<file path="src/rtl/i2c_pec_slave.sv">
module i2c_pec_slave #(
  parameter logic [7:0] CRC_POLY = 8'h07
) (
  input  logic       clk,
  input  logic       rst_n,
  input  logic       scl_i,
  input  logic       sda_i,
  output logic       sda_oe,
  input  logic [6:0] own_addr,
  input  logic [1:0] reg_sel,
  input  logic       reg_wr,
  input  logic       reg_rd,
  input  logic [7:0] reg_wdata,
  output logic [7:0] reg_rdata
);

  localparam logic [2:0] ST_IDLE  = 3'd0;
  localparam logic [2:0] ST_ADDR  = 3'd1;
  localparam logic [2:0] ST_RX    = 3'd2;
  localparam logic [2:0] ST_TX    = 3'd3;
  localparam logic [2:0] ST_ACKW  = 3'd4;
  localparam logic [2:0] ST_ACK   = 3'd5;
  localparam logic [2:0] ST_TXACK = 3'd6;

  localparam logic [1:0] SEL_TXD = 2'd0;
  localparam logic [1:0] SEL_RXD = 2'd1;
  localparam logic [1:0] SEL_CRC = 2'd2;

  function automatic logic [7:0] crc_step(input logic [7:0] c, input logic b);
    return {c[6:0], 1'b0} ^ ((c[7] ^ b) ? CRC_POLY : 8'h00);
  endfunction

  logic [1:0] scl_sy, sda_sy;
  logic       scl_q, sda_q;
  logic       scl_s, sda_s;
  logic [2:0] state, bitcnt;
  logic [7:0] shreg, tx_reg, rx_reg, crc, crc_dr;
  logic       tx_empty, rx_full, crc_rdy, nack, dir;

  assign scl_s = scl_sy[1];
  assign sda_s = sda_sy[1];

  always_ff @(posedge clk or negedge rst_n)
    if (!rst_n) begin
      scl_sy <= 2'b11;
      sda_sy <= 2'b11;
      scl_q  <= 1'b1;
      sda_q  <= 1'b1;
    end else begin
      scl_sy <= {scl_sy[0], scl_i};
      sda_sy <= {sda_sy[0], sda_i};
      scl_q  <= scl_s;
      sda_q  <= sda_s;
    end

  wire start_det = scl_s & scl_q & sda_q & ~sda_s;
  wire stop_det  = scl_s & scl_q & ~sda_q & sda_s;
  wire scl_rise  = scl_s & ~scl_q;
  wire scl_fall  = ~scl_s & scl_q;

  wire [7:0] sh_in    = {shreg[6:0], sda_s};
  wire [7:0] crc_in   = crc_step(crc, sda_s);
  wire [7:0] crc_out  = crc_step(crc, shreg[7]);
  wire [7:0] tx_byte  = tx_empty ? 8'hFF : tx_reg;
  wire       addr_hit = sh_in[7:1] == own_addr;
  wire       selected = (state != ST_IDLE) && (state != ST_ADDR);

  always_ff @(posedge clk or negedge rst_n)
    if (!rst_n) begin
      state    <= ST_IDLE;
      bitcnt   <= 3'd0;
      shreg    <= 8'h00;
      tx_reg   <= 8'h00;
      rx_reg   <= 8'h00;
      crc      <= 8'h00;
      crc_dr   <= 8'h00;
      tx_empty <= 1'b1;
      rx_full  <= 1'b0;
      crc_rdy  <= 1'b0;
      nack     <= 1'b1;
      dir      <= 1'b0;
      sda_oe   <= 1'b0;
    end else begin
      if (reg_rd && reg_sel == SEL_RXD) rx_full <= 1'b0;
      if (reg_rd && reg_sel == SEL_CRC) crc_rdy <= 1'b0;
      if (start_det) begin
        state  <= ST_ADDR;
        bitcnt <= 3'd0;
        crc    <= 8'h00;
        sda_oe <= 1'b0;
      end else if (stop_det) begin
        state  <= ST_IDLE;
        sda_oe <= 1'b0;
      end else begin
        case (state)
          ST_ADDR, ST_RX:
            if (scl_rise) begin
              shreg  <= sh_in;
              crc    <= crc_in;
              bitcnt <= bitcnt + 3'd1;
              if (bitcnt == 3'd7) begin
                if (state == ST_ADDR) begin
                  if (addr_hit) begin
                    dir   <= sh_in[0];
                    state <= ST_ACKW;
                  end else begin
                    state <= ST_IDLE;
                  end
                end else begin
                  rx_reg  <= sh_in;
                  rx_full <= 1'b1;
                  crc_dr  <= crc_in;
                  crc_rdy <= 1'b1;
                  state   <= ST_ACKW;
                end
              end
            end
          ST_ACKW:
            if (scl_fall) begin
              sda_oe <= 1'b1;
              state  <= ST_ACK;
            end
          ST_ACK, ST_TXACK: begin
            if (scl_rise && state == ST_TXACK) nack <= sda_s;
            if (scl_fall) begin
              bitcnt <= 3'd0;
              if ((state == ST_ACK && dir) || (state == ST_TXACK && !nack)) begin
                shreg    <= tx_byte;
                sda_oe   <= ~tx_byte[7];
                tx_empty <= 1'b1;
                state    <= ST_TX;
              end else begin
                sda_oe <= 1'b0;
                state  <= (state == ST_ACK) ? ST_RX : ST_IDLE;
              end
            end
          end
          ST_TX:
            if (scl_fall) begin
              crc    <= crc_out;
              bitcnt <= bitcnt + 3'd1;
              if (bitcnt == 3'd7) begin
                sda_oe  <= 1'b0;
                crc_dr  <= crc_out;
                crc_rdy <= 1'b1;
                state   <= ST_TXACK;
              end else begin
                shreg  <= {shreg[6:0], 1'b1};
                sda_oe <= ~shreg[6];
              end
            end
          default: state <= ST_IDLE;
        endcase
      end
      if (reg_wr && reg_sel == SEL_TXD) begin
        tx_reg   <= reg_wdata;
        tx_empty <= 1'b0;
      end
    end

  always_comb
    case (reg_sel)
      SEL_TXD: reg_rdata = tx_reg;
      SEL_RXD: reg_rdata = rx_reg;
      SEL_CRC: reg_rdata = crc_dr;
      default: reg_rdata = {2'b00, selected, dir, nack, crc_rdy, tx_empty, rx_full};
    endcase

endmodule

</file>
<file path="config.mk">
export PLATFORM = sky130hd
export DESIGN_NAME = i2c_pec_slave
export DESIGN_NICKNAME = d
export VERILOG_FILES = /design/src/rtl/i2c_pec_slave.sv
export SDC_FILE = /design/constraint.sdc
export NUM_CORES = 1
export LEC_CHECK = 0
export BUFFER_PORTS_ARGS = -buffer_cell sky130_fd_sc_hd__buf_2
export CAP_MARGIN = 20
export CORE_MARGIN = 4
export CORE_UTILIZATION = 40
export CTS_CLUSTER_DIAMETER = 200
export DETAILED_ROUTE_END_ITERATION = 8
export SLEW_MARGIN = 40
export SYNTH_ARGS = -nofsm -noshare
export SYNTH_HDL_FRONTEND = slang
export SYNTH_SLANG_ARGS = --single-unit
</file>
<file path="constraint.sdc">
create_clock -name clk -period 4.28 [get_ports clk]
set_input_delay 0.214 -clock clk [delete_from_list [all_inputs] [get_ports clk]]
set_output_delay 0.214 -clock clk [all_outputs]
set_load 0.01 [all_outputs]
</file>
* Yosys cells after proc, flatten, opt, wreduce, memory -nomap -nowiden
Cells that the tools add are included.
Word-level totals: output and inout bits 9, register bits after elaboration 58, input port bits 23, word-level logic and storage cells 170
Cells by class: muxes and demuxes 70, bitwise logic cells 20, equal/unequal tests 31, add/sub/neg operators 1, reductions and logical operators 31
Operator list (number):
- $mux 8 | 15
- $mux 3 | 17
- $pmux 8 s3 | 2
- $pmux 8 s2 | 2
- $mux 1 | 28
- $ne 4x4->1 const B | 6
- $ne 2x2->1 const B | 9
- $reduce_and 8->1 | 2
- $xor 8x3->8 | 2
- $eq 3x3->1 const B | 4
- $pmux 3 s4 | 1
- $reduce_and 4->1 | 3
- $reduce_and 6->1 | 2
- $reduce_and 5->1 | 2
- $ne 3x3->1 const B | 3
- $not 1->1 | 9
- $pmux 3 s3 | 1
- $reduce_bool 3->1 | 3
- $reduce_bool 2->1 | 4
- $and 1x1->1 | 7
- $eq 7x7->1 | 1
- $logic_and 1x1->1 | 7
- $reduce_and 7->1 | 1
- $eq 3x2->1 const B | 2
- 16 further kinds | 20

* Logic depth before layout (Yosys ltp)
Gate-level depths: netlist (run 1).
depth after elaboration 9, depth in mapped cells 7, depth with buffers taken out 7

* Worst setup path before layout (run 1)
No wires, ideal clock.
path kind flip-flop to flip-flop, start register scl_sy[1], end register shreg[0], slack 2.473 ns, clock period less this slack 1.807 ns, stages on the path, launching flop included 5, arrival time 1.682 ns, library setup time 0.125 ns, data required time 4.155 ns, buffers on the path 0, cells stage by stage dfstp_2 > and3b_1 > or2_2 > o211ai_4 > mux2_2
Between the ends: cells in the longest elaborated chain, start to end 5, elaborated cells on any way between the ends 14, those cells by class eq/ne (3); bitwise (10); reduce/logical (1)
Ends and longest elaborated chain:
- start: declaration | line 33 | logic [1:0] scl_sy, sda_sy;
- start signal: assignment | line 50 | scl_sy <= {scl_sy[0], scl_i};
- $and 1x1->1 | line 56, 57
- $and 1x1->1 (on tied branches) (2 in series) | line 57, 56
- $not 1->1 (no line)
- $reduce_and 8->1 (no line) (*)
- end signal: assignment | line 98 | shreg <= sh_in;
- end signal: assignment | line 128 | shreg <= tx_byte;
- end signal: assignment | line 148 | shreg <= {shreg[6:0], 1'b1};
- end: declaration | line 37 | logic [7:0] shreg, tx_reg, rx_reg, crc, crc_dr;
Every way passes the cells marked *; elsewhere a longest branch is shown, timed or not. A chain may end at the register's enable or synchronous reset.

* Worst setup path in the final report (run 1)
start register state[0], end register crc[0]
Between the ends: cells in the longest elaborated chain, start to end 5, elaborated cells on any way between the ends 11, those cells by class eq/ne (5); mux (3); reduce/logical (3)
Ends and longest elaborated chain:
- start: declaration | line 36 | logic [2:0] state, bitcnt;
- start signal: assignment | line 134 | state <= (state == ST_ACK) ? ST_RX : ST_IDLE;
- $eq 3x1->1 / $eq 3x2->1 (equally long branches) | line 95 | case (state)
- $reduce_or 2->1 | line 95
- $pmux 8 s2 | line 95
- $mux 8 | line 91 | end else if (stop_det) begin
- $mux 8 | line 86 | if (start_det) begin
- end signal: assignment | line 99 | crc <= crc_in;
- end signal: assignment | line 140 | crc <= crc_out;
- end: declaration | line 37
Parallel ways exist; a longest one is shown, timed or not. The select of a mux whose other input is x is not followed.

==> summary.md, run 1 <==
| Metric | Value |
|---|---|
| Gr usage total | 17.44% |
| # Post-CTS Setup Buffers | 0 |
| Critical path arrival | 2450 ps |
| Hpwl dp | 5080 um |
| Worst hold stages | 2 |
| Area Growth Syn to Fin | 15.16% |
| Crit Path Max Fanout | 18 |
| CP startpoint kind | flip-flop |
| Fraction of layout cells with a size suffix above 1 | 32.50% |
| Cell Area, Synth | 3062 sq um |
| Syn_nets | 308 |
| Area of the multi-input gates | 1510 sq um |
| Clock slew at reported path FFs | 70 ps |
| Fmax achieved | 0.4473 GHz |
| Row count | 31 |
| Total of max-cap violations | 0 |
| Layout Nets | 340 |
| Clk_skew | 5.517 ps |
| Final Hold Fails | 0 |
| Dominant cell by count in the synthesized netlist | dfrtp_1 |
| Hold Path End | tx_reg[5]$_DFFE_PN0P_ |
| Initial Utilization | 41.76% |
| Core Area | 7331 sq um |
| WL/cell | 17.35 um |
| Synth Warn # | 0 |
| 1st-pass router iterations | 4 |
| Post-synthesis register bit count | 58 |
| Mean Syn Cell Area | 10.82 sq um |
| Minimum clock period after layout | 2236 ps |
| EDFF count, synth | 0 |
| Die H | 95.49 um |
| CP Capture Type | flip-flop |
| WP buf/inv | 0 |
| Critical Path RT | 4490 ps |
| Die Span X | 95.49 um |
| Top cells by count, synth | 50 x dfrtp_1, 33 x mux2_2, 29 x nand2_1 |
| Static leakage | 1.573 nW |
| R2R Path End | crc[0]$_DFFE_PN0P_ |
| R2r worst-path depth | 5 |
| CP Cell Sequence | nor3b_1 -> o21ai_0 -> a21oi_2 -> mux2i_1 -> nor2_1 |
| CTS tree | yes |
| Slew headroom | 49.64% |
| Vias/cell | 5.403 |
| Kind of critical path | flip-flop to flip-flop |
| Logic gate share of total power | 29.8% |
| DRT iter0 DRCs | 67 |
| Min-delay src | reg_wdata[5] |
| Synth area leader | dfrtp_1 |
| Die ar. | 9118 sq um |
| Tcrit/Tclk final | 52.23% |
| Routed via count | 2264 |
| Largest net degree at the start of global routing | 59 |
| Synth top area share | 40.87% |
| Reg power frac | 44.0% |
| Worst skew pair latency | 340 ps |
| Synth area leaders | dfrtp_1 41%, mux2_2 12%, dfstp_2 6.9% |
| H-Tree Depth | 3 |
| # setup viols final | 0 |
| Root Driver | clkbuf_8 |
| Pwr per Cell Area | 545.5 nW/um^2 |
| Crit path max-delay family | compound AO/OA/AOI/OAI gates |
| Post-Synthesis Cells | 283 |
| FF-to-FF setup slack | 2040 ps |
| Port Buffers | 31 |
| Setup TNS | 0 ps |
| Initial antenna violation count | 0 |
| Async SR Flop Fraction | 100.0% |
| Bufs on Longest Clock Path | 2 |
| Internal power | 1.253 mW |
| VDD IR max | 0.0001594 V |
| GRT Residual Overflow | 0 |
| DRC Markers | 0 |
| Worst R2R Start | state[0]$_DFFE_PN0P_ |
| Slew Viols, Final | 0 |
| Post-route ant nets | 0 |
| Switch Pwr | 670.3 uW |
| Yosys cell types | 47 |
| Final instance count without filler cells | 419 |
| Area occupied by registers | 1461 sq um |
| Clock group share of total power | 26.2% |
| Hold Crit Class | input pin to flip-flop |
| Outcome | finished, final reports clean |
| Fillers | 691 |
| Number of CTS-inserted buffers | 9 |
| # diodes | 0 |
| Cell Count Post-Placement | 399 |
| Clock sink count | 58 |
| RSZ-0062 raised after global routing | false |
| Post-synthesis sequential area ratio | 47.73% |
| First-pass GRT wire length | 11720 um |
| Drt total wl | 7270 um |
| Number of global-route vias before repair | 2190 |
| Routability cong. | 0.9201 |
| Io pins | 32 |
| CP max-delay cell | dfrtp_1 |
| Sw Ratio | 34.85% |
| Least-Margin Pin Slew | 755.4 ps |
| Ys flop type | dfrtp_1 |
| Max incr delay on CP | 590 ps |
[metal layers]
metal | routed length (um) | global-route usage (%) | vias to the layer above
li1 | - | - | 1067
met1 | 3479 | 24.56 | 1137
met2 | 3398 | 25.31 | 51
met3 | 286 | 4.578 | 9
met4 | 105 | 7.464 | 0
met5 | 0 | 0 | -
[final cells by class]
class,instances,share of cell area [%]
inverter,6,0.6388
clock inverter,5,1.526
multi-input combinational,204,42.83
tap,99,3.513
timing repair buffer,36,6.033
clock buffer,11,4.010
sequential,58,41.45
[stage by stage]
step / setup WS, ps / cell area, sq um / util [%] / hold slack [ps] / power [mW]
CTS: 2051 / 3490 / 47.60 / 47.54 / 1.939
floorplan: 2473 / 3062 / - / -81.59 / 1.261
detailed placement: 2100 / 3274 / 44.67 / 321.6 / 1.426
global route: 1807 / 3526 / 48.10 / 81.64 / 2.063
finish: 2044 / 3526 / 48.10 / 107.6 / 1.923
global placement: 1954 / 3271 / 44.62 / 321.3 / 1.410
[what timing repair did]
action | CTS | global route
hold buffers | 2 | 1
endpoints found under the hold margin | 2 | 7
gates resized for setup | 0 | 0
[worst reg2reg max path, stage by stage, from the launching register on]
cell and delay (ps):
dfrtp_1 590, nor3b_1 450, o21ai_0 180, a21oi_2 580, mux2i_1 260, nor2_1 60
[placed cells by master, fill, tap and decap left out, types with 3 or more instances in the layout]
master and instances:
a21oi_1 8, and3_1 4, buf_2 31, clkbuf_8 10, clkinv_2 3, dfrtp_1 50, dfstp_2 8, dlygate4sd3_1 3
inv_1 6, mux2_2 33, mux2i_1 9, mux4_2 6, nand2_1 29, nand2b_1 5, nand3_1 5, nand3b_1 3
nand4_1 3, nor2_1 27, nor2b_1 6, nor3_1 8, o211ai_1 3, o21ai_0 15, xnor2_1 9
[power by group through the flow]
stage | logic [mW] | registers, mW | clock network (mW)
after global placement | 0.556 | 0.853 | 0
final | 0.573 | 0.847 | 0.504
after floorplan | 0.498 | 0.763 | 0
after detailed placement | 0.568 | 0.858 | 0
after global routing | 0.646 | 0.869 | 0.548
after CTS | 0.574 | 0.846 | 0.519
[worst max path at each step]
stage	startpoint	to	slack [ps]	cells past startpoint
floorplan	scl_sy[1]$_DFF_PN1_	shreg[0]$_DFFE_PN0P_	2470	4
global placement	state[0]$_DFFE_PN0P_	crc[7]$_DFFE_PN0P_	1950	5
detailed placement	state[0]$_DFFE_PN0P_	crc[0]$_DFFE_PN0P_	2100	5
CTS	state[2]$_DFFE_PN0P_	reg_rdata[5]	2050	4
global route	state[0]$_DFFE_PN0P_	crc[0]$_DFFE_PN0P_	1810	5
finish	state[0]$_DFFE_PN0P_	crc[0]$_DFFE_PN0P_	2040	5
[cell families after synthesis]
logic type	share of synthesized area, %
AND/OR/NAND/NOR	15.82
flip-flops	47.73
multiplexers	19.49
AO/OA/AOI/OAI	9.481
buffers and inverters	3.269
XOR/XNOR	3.392
adder cells (fa/ha/maj)	0.8172
Note: power is estimated with default switching activity, not from simulation.
==> inputs of run 2 (changes only) <==
Clock period 4.28 ns to 2.3 ns, I/O delays scaled along.
==> run 2 against run 1 <==
- count of clock-buffer cells in the layout fell by 1
- global-route usage down 0.49 points
- sequential power grew 81%
- setup slack worse by 1800 ps
- hold slack worse by 91 ps
- combinational power rose by 100%
- clock power is 64% higher
- via count is essentially flat
- largest power group unchanged
==> summary.md, run 2 (synthesis results as in run 1) <==
| Metric | Value |
|---|---|
| Outcome | finished, final reports clean (unchanged) |
| Least-Margin Pin Slew | 563.2 ps (was 755.4 ps) |
| Crit Path Max Fanout | 15 (was 18) |
| CP Capture Type | output pin (was flip-flop) |
| Io pins | 32 (unchanged) |
| Number of CTS-inserted buffers | 9 (unchanged) |
| DRT iter0 DRCs | 141 (was 67) |
| # diodes | 0 (unchanged) |
| Area of the multi-input gates | 1500 sq um (was 1510 sq um) |
| Critical path arrival | 1980 ps (was 2450 ps) |
| Tcrit/Tclk final | 91.29% |
| Routed via count | 2262 (was 2264) |
| Post-route ant nets | 0 (unchanged) |
| Final instance count without filler cells | 428 (was 419) |
| VDD IR max | 0.0006266 V (was 0.0001594 V) |
| 1st-pass router iterations | 4 (unchanged) |
| Area occupied by registers | 1461 sq um (unchanged) |
| Layout Nets | 349 (was 340) |
| Die Span X | 95.49 um (unchanged) |
| WL/cell | 16.69 um (was 17.35 um) |
| Vias/cell | 5.285 (was 5.403) |
| Row count | 31 (unchanged) |
| Static leakage | 1.596 nW (was 1.573 nW) |
| Minimum clock period after layout | 2100 ps |
| Routability cong. | 0.8969 (was 0.9201) |
| # setup viols final | 0 (unchanged) |
| Area Growth Syn to Fin | 16.14% (was 15.16%) |
| DRC Markers | 0 (unchanged) |
| Initial Utilization | 41.76% (unchanged) |
| Port Buffers | 31 (unchanged) |
| Commonest non-fill, non-tap cell in the layout | dfrtp_1 (unchanged) |
| Drt total wl | 7142 um (was 7270 um) |
| Gr usage total | 16.95% (was 17.44%) |
| Core Area | 7331 sq um (unchanged) |
| CTS tree | yes (unchanged) |
| Total of max-cap violations | 0 (unchanged) |
| Worst hold margin | 17.06 ps (was 107.6 ps) |
| Critical Path RT | 2180 ps (was 4490 ps) |
| CP startpoint kind | flip-flop (unchanged) |
| Slew Viols, Final | 0 (unchanged) |
| Die H | 95.49 um (unchanged) |
| Hold Crit Class | input pin to flip-flop (unchanged) |
| # Post-CTS Setup Buffers | 0 (unchanged) |
| Fillers | 662 (was 691) |
| Setup TNS | 0 ps (unchanged) |
| Worst skew pair latency | 330 ps (was 340 ps) |
| Setup ws final | 200.3 ps (was 2044 ps) |
| Pwr per Cell Area | 988.2 nW/um^2 (was 545.5 nW/um^2) |
| Clk_skew | 7.247 ps (was 5.517 ps) |
| Slew headroom | 62.45% (was 49.64%) |
| Root Driver | clkbuf_8 (unchanged) |
| Largest net degree at the start of global routing | 27 (was 59) |
| Clock slew at reported path FFs | 70 ps (about the same) |
| RSZ-0062 raised after global routing | false (unchanged) |
| Fraction of layout cells with a size suffix above 1 | 34.35% (was 32.50%) |
| Cell Count Post-Placement | 409 (was 399) |
| Post-place setup slack | 252.2 ps (was 2100 ps) |
| Fmax achieved | 0.4763 GHz |
| GRT Residual Overflow | 0 (unchanged) |
| Die ar. | 9118 sq um (unchanged) |
| Initial antenna violation count | 0 (unchanged) |
| Final Hold Fails | 0 (unchanged) |
| Kind of critical path | flip-flop to output pin (was flip-flop to flip-flop) |
| Bufs on Longest Clock Path | 2 (unchanged) |
| Hpwl dp | 5396 um (was 5080 um) |
| Fin area | 3556 sq um (was 3526 sq um) |
| Most frequent cells in the layout | 50 x dfrtp_1, 33 x mux2_2, 31 x buf_2, 29 x nand2_1, 27 x nor2_1 (unchanged) |
| Placement Cell Area | 3346 sq um (was 3274 sq um) |
| Number of global-route vias before repair | 2197 (was 2190) |
| Clock sink count | 58 (unchanged) |
| H-Tree Depth | 3 (unchanged) |
| First-pass GRT wire length | 11560 um (was 11720 um) |
[run 2: cell count changes in the layout (fill, tap and decap cells not counted)]
| cell | previous run | this run |
|---|---|---|
| buf_4 | 1 | 11 |
| clkinvlp_4 | 0 | 2 |
| a21oi_1 | 8 | 9 |
| a21oi_2 | 2 | 1 |
| buf_12 | 1 | 0 |
| bufinv_16 | 1 | 0 |
| clkbuf_1 | 1 | 0 |
| clkinv_2 | 3 | 2 |
| clkinv_4 | 1 | 2 |
| nor3b_2 | 0 | 1 |
| nor3b_4 | 1 | 0 |
[run 2: worst max-delay path: stages (launching register included)]
cell,delay [ps]
dfrtp_1,550
buf_4,260
nor2_1,180
inv_1,60
mux4_2,460
buf_2,150
[run 2: what timing repair did]
item                      in CTS  in global routing
hold buffers                   3                  0
hold endpoints to repair      26                  0
resized for setup              0                  0
[run 2: metal layers]
| metal | track usage (%) | vias up | wire length (um) |
|---|---|---|---|
| li1 | - | 1090 | - |
| met1 | 24.55 | 1098 | 3430 |
| met2 | 25.25 | 66 | 3279 |
| met3 | 3.788 | 8 | 363 |
| met4 | 5.332 | 0 | 69 |
| met5 | 0 | - | 0 |
[run 2: where the power goes]
part / total, mW / internal [mW] / switching [mW]
Clock: 0.827 / 0.419 / 0.408
Sequential: 1.53 / 1.26 / 0.272
Combinational: 1.15 / 0.579 / 0.575
[run 2: metrics by stage]
| step | power, mW | utilization (%) |
|---|---|---|
| floorplan | 2.346 | - |
| global placement | 2.677 | 45.64 |
| detailed placement | 2.698 | 45.64 |
| CTS | 3.545 | 48.51 |
| global route | 3.771 | 48.51 |
| finish | 3.514 | 48.51 |
[run 2: path summary, 6_finish.rpt]
path / endpoint / cells past startpoint / slack, ps / start
max reg2reg: crc_dr[7]$_DFFE_PN0P_ / 4 / 240 / scl_sy[1]$_DFF_PN1_
max in group asynchronous: scl_q$_DFF_PN1_ / 3 / 1280 / rst_n
min: tx_reg[4]$_DFFE_PN0P_ / 2 / 20 / reg_wdata[4]
min reg2reg: sda_sy[1]$_DFF_PN1_ / 0 / 360 / sda_sy[0]$_DFF_PN1_
min in group asynchronous: bitcnt[2]$_DFFE_PN0P_ / 2 / 320 / rst_n
max: reg_rdata[5] / 5 / 200 / state[2]$_DFFE_PN0P_
[run 2: final cells by class]
type / instances / area share [%]
well taps: 99 / 3.483
inverters: 6 / 0.6334
repair buffers: 45 / 7.530
multi-input cells: 204 / 42.19
flip-flops and latches: 58 / 41.10
clock buffers: 10 / 3.871
clock inverters: 6 / 1.196
